===== config.mk =====
export PLATFORM = sky130hd
export DESIGN_NAME = row_frame_seq
export DESIGN_NICKNAME = d
export VERILOG_FILES = /design/src/rtl/rfs_pkg.sv /design/src/rtl/rfs_tick_div.sv /design/src/rtl/rfs_row_ptr.sv /design/src/rtl/rfs_frame_track.sv /design/src/rtl/row_frame_seq.sv
export SDC_FILE = /design/constraint.sdc
export NUM_CORES = 1
export LEC_CHECK = 0
export BUFFER_PORTS_ARGS = -buffer_cell sky130_fd_sc_hd__buf_2
export CORE_MARGIN = 5
export CORE_UTILIZATION = 45
export DETAILED_ROUTE_END_ITERATION = 7
export PLACE_DENSITY = 0.69
export SLEW_MARGIN = 40
export SYNTH_ARGS = -nofsm -noshare
export SYNTH_HDL_FRONTEND = slang
export SYNTH_SLANG_ARGS = --single-unit
export TNS_END_PERCENT = 10

===== constraint.sdc =====
create_clock -name clk -period 5.02 [get_ports clk]
set_input_delay 0.753 -clock clk [delete_from_list [all_inputs] [get_ports clk]]
set_output_delay 0.753 -clock clk [all_outputs]
set_load 0.1 [all_outputs]

===== src/rtl/rfs_pkg.sv =====
package rfs_pkg;

    localparam int DEF_ROWS    = 640;
    localparam int DEF_PIX_DIV = 10;
    localparam int DEF_ROW_DIV = 16;
    localparam int DEF_FCNT_W  = 16;

    typedef enum logic [1:0] {
        MODE_RUN  = 2'd0,
        MODE_HOLD = 2'd1,
        MODE_SYNC = 2'd2
    } seq_mode_e;

    function automatic seq_mode_e decode_mode(input logic sync, input logic hold);
        if (sync)
            return MODE_SYNC;
        else if (hold)
            return MODE_HOLD;
        else
            return MODE_RUN;
    endfunction

    function automatic int stage_width(input int modulus);
        return (modulus > 1) ? $clog2(modulus) : 1;
    endfunction

endpackage


===== src/rtl/rfs_tick_div.sv =====
module rfs_tick_div #(
    parameter int MOD = 10
) (
    input  logic clk,
    input  logic rst,
    input  logic clr,
    input  logic en,
    output logic term
);
    localparam int W = rfs_pkg::stage_width(MOD);
    localparam logic [W-1:0] LAST = W'(MOD - 1);

    logic [W-1:0] cnt;

    assign term = en && (cnt == LAST);

    always_ff @(posedge clk) begin
        if (rst || clr)
            cnt <= '0;
        else if (en)
            cnt <= term ? '0 : cnt + 1'b1;
    end
endmodule


===== src/rtl/rfs_row_ptr.sv =====
module rfs_row_ptr #(
    parameter int ROWS  = 640,
    parameter int ROW_W = 10
) (
    input  logic             clk,
    input  logic             rst,
    input  logic             clr,
    input  logic             step,
    output logic [ROW_W-1:0] row,
    output logic             wrap
);
    localparam logic [ROW_W-1:0] LAST_ROW = ROW_W'(ROWS - 1);

    assign wrap = step && (row == LAST_ROW);

    always_ff @(posedge clk) begin
        if (rst || clr)
            row <= '0;
        else if (step)
            row <= wrap ? '0 : row + 1'b1;
    end
endmodule


===== src/rtl/rfs_frame_track.sv =====
module rfs_frame_track
    import rfs_pkg::*;
#(
    parameter int FCNT_W = 16
) (
    input  logic              clk,
    input  logic              rst,
    input  seq_mode_e         mode,
    input  logic              wrap,
    input  logic              row_step,
    output logic              strobe,
    output logic              mark,
    output logic [FCNT_W-1:0] fcnt
);
    typedef struct packed {
        logic [FCNT_W-1:0] fcnt;
        logic              strobe;
        logic              mark;
    } frame_state_t;

    frame_state_t cur, nxt;

    always_comb begin
        nxt = cur;
        nxt.strobe = 1'b0;
        unique case (mode)
            MODE_SYNC: begin
                nxt.fcnt   = '0;
                nxt.strobe = 1'b1;
                nxt.mark   = 1'b1;
            end
            MODE_HOLD: begin
                nxt.mark = 1'b0;
            end
            default: begin
                if (wrap) begin
                    nxt.fcnt   = cur.fcnt + 1'b1;
                    nxt.strobe = 1'b1;
                    nxt.mark   = 1'b1;
                end else if (row_step) begin
                    nxt.mark = 1'b0;
                end
            end
        endcase
    end

    always_ff @(posedge clk) begin
        if (rst)
            cur <= '0;
        else
            cur <= nxt;
    end

    assign strobe = cur.strobe;
    assign mark   = cur.mark;
    assign fcnt   = cur.fcnt;
endmodule


===== src/rtl/row_frame_seq.sv =====
module row_frame_seq
    import rfs_pkg::*;
#(
    parameter int NUM_ROWS = DEF_ROWS,
    parameter int PIX_DIV  = DEF_PIX_DIV,
    parameter int ROW_DIV  = DEF_ROW_DIV,
    parameter int FCNT_W   = DEF_FCNT_W,
    parameter int ROW_W    = $clog2(NUM_ROWS)
) (
    input  logic              clk,
    input  logic              rst,
    input  logic              sync_in,
    input  logic              hold_idle,
    output logic [ROW_W-1:0]  row_idx,
    output logic              frame_start,
    output logic [FCNT_W-1:0] frame_cnt,
    output logic              frame_mark,
    output logic              pix_tick,
    output logic              row_tick
);
    localparam int NSTAGE = 2;

    seq_mode_e mode;
    logic      running;
    logic      clr_all;
    logic [NSTAGE:0] stage_en;
    logic      wrap;

    assign mode    = decode_mode(sync_in, hold_idle);
    assign running = (mode == MODE_RUN);
    assign clr_all = !running;

    assign stage_en[0] = running;

    for (genvar i = 0; i < NSTAGE; i++) begin : g_div
        localparam int MODV = (i == 0) ? PIX_DIV : ROW_DIV;
        rfs_tick_div #(.MOD(MODV)) u_div (
            .clk  (clk),
            .rst  (rst),
            .clr  (clr_all),
            .en   (stage_en[i]),
            .term (stage_en[i+1])
        );
    end

    assign pix_tick = stage_en[1];
    assign row_tick = stage_en[NSTAGE];

    rfs_row_ptr #(.ROWS(NUM_ROWS), .ROW_W(ROW_W)) u_row (
        .clk  (clk),
        .rst  (rst),
        .clr  (clr_all),
        .step (row_tick),
        .row  (row_idx),
        .wrap (wrap)
    );

    rfs_frame_track #(.FCNT_W(FCNT_W)) u_frame (
        .clk      (clk),
        .rst      (rst),
        .mode     (mode),
        .wrap     (wrap),
        .row_step (row_tick),
        .strobe   (frame_start),
        .mark     (frame_mark),
        .fcnt     (frame_cnt)
    );
endmodule


==> reports/qor.yml <==
finish:
  antenna_cells: 0
  syn2layout_area_growth_pct: 15.20
  final_common_cell: "dfxtp_1"
  fin_util: 0.5256
  final_cell_area_um2: 2257
  nNetsFinal: 282
  final_layout_size_suffix_gt1_frac: 0.1648
  final_cell_mix: "36 x dfxtp_1, 33 x buf_2, 18 x nor2_1, 18 x nand3_1"
placed_design:
  dp_hpwl_mm: 3.671
  routabilityCongestion: 0.8680
  dpl_cell_area_um2: 2173
  io_buffers: 33
global_routing:
  gr-total-overflow: 0
  grt_pass1_wl_mm: 8.901
  antenna_found_initial: 0
  first_global_vias: 1847
  grt_usage: 0.1826
  grt_max_degree: 25
clocking:
  cts_made_buffers: 5
  clk_latency_ns: 0.29
  post_cts_buffers: 0
  cts.clk_slew.worst_paths_ns: 0.06
  cts_tree: "yes"
  postCtsHoldBufs: 0
  clock-sinks: 36
  cts-root-buf: "clkbuf_8"
  post_cts_resized: 0
  cts_max_path_buffers: 2
  htree_num_levels: 2
die:
  die_w_um: 75.99
  fp.coreArea_um2: 4294
  die_y_um: 75.99
  initial_utilization: 0.4563
  pin_count: 34
  rows: 24
  die_area_um2: 5774
synthesis:
  syn_area_um2: 1959
  synthArstFlopShare: 0
  synth_cell_types: 46
  ys_ff_latch: 36
  synth_fp_nets: 248
  synth_ff_type: "dfxtp_1"
  synth_warnings: 0
  synth-edff-count: 0
  synth_cells: 239
  yosysSeqAreaShare: 0.3678
  syn-mean-instance-area_um2: 8.198
setup_path:
  r2r_end: "u_frame.fcnt[4]"
  critPathArrivalTime_ns: 1.85
  r2r-start: "u_row.row[0]"
  critPathMaxFanout: 6
  crit_path_end_kind: "output port"
  reg2reg_depth: 5
  critical_path_class: "in2out"
  required_ns: 4.27
  startpoint_type: "input pin"
  reg2reg_setup_slack_ns: 2.56
pwr:
  power.internal_uw: 386.1
  power_density_nw_per_um2: 224.7
  pwr-share-clk: 0.386
  switchingPower_uw: 121.1
  p_leak_nw: 0.8048
  p_sw_frac: 0.2388
  comb_power_share: 0.047
  seqPwrFrac: 0.567
  vdd_ir_drop_max_uv: 208.1
route:
  num_vias: 2031
  wire_per_inst_um: 16.24
  wirelength_mm: 5.278
  drt-pass1-iter-count: 4
  drc: 0
  drtAntennaViolNets: 0
  via_per_inst: 6.249
  dr.first_iter.drc_count: 163
timing:
  finClkSkew_ns: 0.007736
  fin_tns_setup_ns: 0
  fmax_ghz: 0.3842
  period_share: 0.5185
  relSlewSlack: 0.5561
  min_period_ns: 2.603
  tightestPinTransition_ns: 0.6640
  slew_viol_final: 0
  hold_viol_final: 0
  rsz0062_at_grt: "no"
  setup_viol: 0
worst_hold_path:
  min_to: "g_div[0].u_div.cnt[0]"
  min-delay-start: "g_div[0].u_div.cnt[0]"
  hold_class: "reg2reg"
  min_delay_path_depth: 1
flow_run:
  drv_cap: 0
status:
  status: "complete, no violations"
-- metrics by stage --
stage	cells	worst slack, ns	hold WS, ns	power [mW]
global placement	318	2.431	0.4499	0.3177
floorplan	239	1.952	0.4335	0.3111
CTS	325	2.414	0.4762	0.5130
global route	325	2.286	0.5142	0.5298
detailed placement	318	2.324	0.4618	0.3178
finish	325	2.417	0.4758	0.5072
-- power groups by stage --
stage / sequential, mW / clock [mW] / combinational [mW]
after floorplan: 0.301 / 0 / 0.0101
after global placement: 0.294 / 0 / 0.0235
after detailed placement: 0.294 / 0 / 0.0236
after CTS: 0.288 / 0.202 / 0.0236
after global routing: 0.288 / 0.216 / 0.0256
final: 0.288 / 0.196 / 0.0239
-- final cells by class --
type / count / area, um2
fillers: 409 / 2037
clock buffers: 6 / 72.57
flip-flops and latches: 36 / 720.7
inverters: 7 / 26.28
clock inverters: 1 / 5.005
repair buffers: 35 / 180.2
multi-input cells: 188 / 1187
well taps: 52 / 65.06
-- synthesized netlist by cell type, types with 5 or more instances --
library cell,number,area share
clkbuf_1,7,0.013
nand4_1,15,0.048
nor2b_1,5,0.016
or3_1,9,0.029
o21ai_0,6,0.015
nand3_1,18,0.046
inv_1,6,0.011
nand2_1,15,0.029
ha_1,5,0.032
nor2_1,18,0.034
dfxtp_1,36,0.37
o211ai_1,12,0.046
or4_1,7,0.027
and3_1,6,0.019
a31oi_1,5,0.016
a21oi_1,12,0.031
nor3_1,7,0.018
-- sequential cells by signal, indices dropped and copies added (netlist names) --
register / count
g_div.u_div.cnt: 8
u_row.row: 10
u_frame.strobe: 1
u_frame.fcnt: 16
u_frame.mark: 1
-- kinds of logic (layout without fill, tap and decap cells) --
group | Yosys count | in the layout | share of synthesized area
xor gates and xnor gates | 6 | 6 | 0.02682
DFF | 36 | 36 | 0.3678
buffers and inverters | 15 | 49 | 0.02937
and+or+nand+nor | 122 | 122 | 0.3544
adders and majority gates | 5 | 5 | 0.03193
AOI/OAI and AO/OA | 54 | 54 | 0.1846
muxes | 1 | 1 | 0.005109
-- routing by layer --
layer,global-route usage,part of all wire,up-vias
li1,-,-,997
met1,0.2467,0.45,968
met2,0.2748,0.47,57
met3,0.04965,0.065,9
met4,0.07117,0.017,0
met5,0,0,-
-- how the worst max path moves through the flow --
| stage | start | end | slack [ns] | cells after the start |
|---|---|---|---|---|
| after detailed placement | sync_in | u_frame.fcnt[4] | 2.32 | 5 |
| after CTS | sync_in | pix_tick | 2.41 | 5 |
| final | hold_idle | pix_tick | 2.42 | 5 |
| after global placement | sync_in | u_frame.fcnt[3] | 2.43 | 5 |
| after global routing | sync_in | pix_tick | 2.29 | 5 |
| after floorplan | sync_in | row_tick | 1.95 | 2 |
-- worst max-delay path, cell delays in order --
cell     delay, ns
buf_2         0.13
nor2_1        0.31
nand2_1       0.17
inv_1         0.07
buf_2         0.42
No activity file was read; power rests on OpenSTA's default activity.
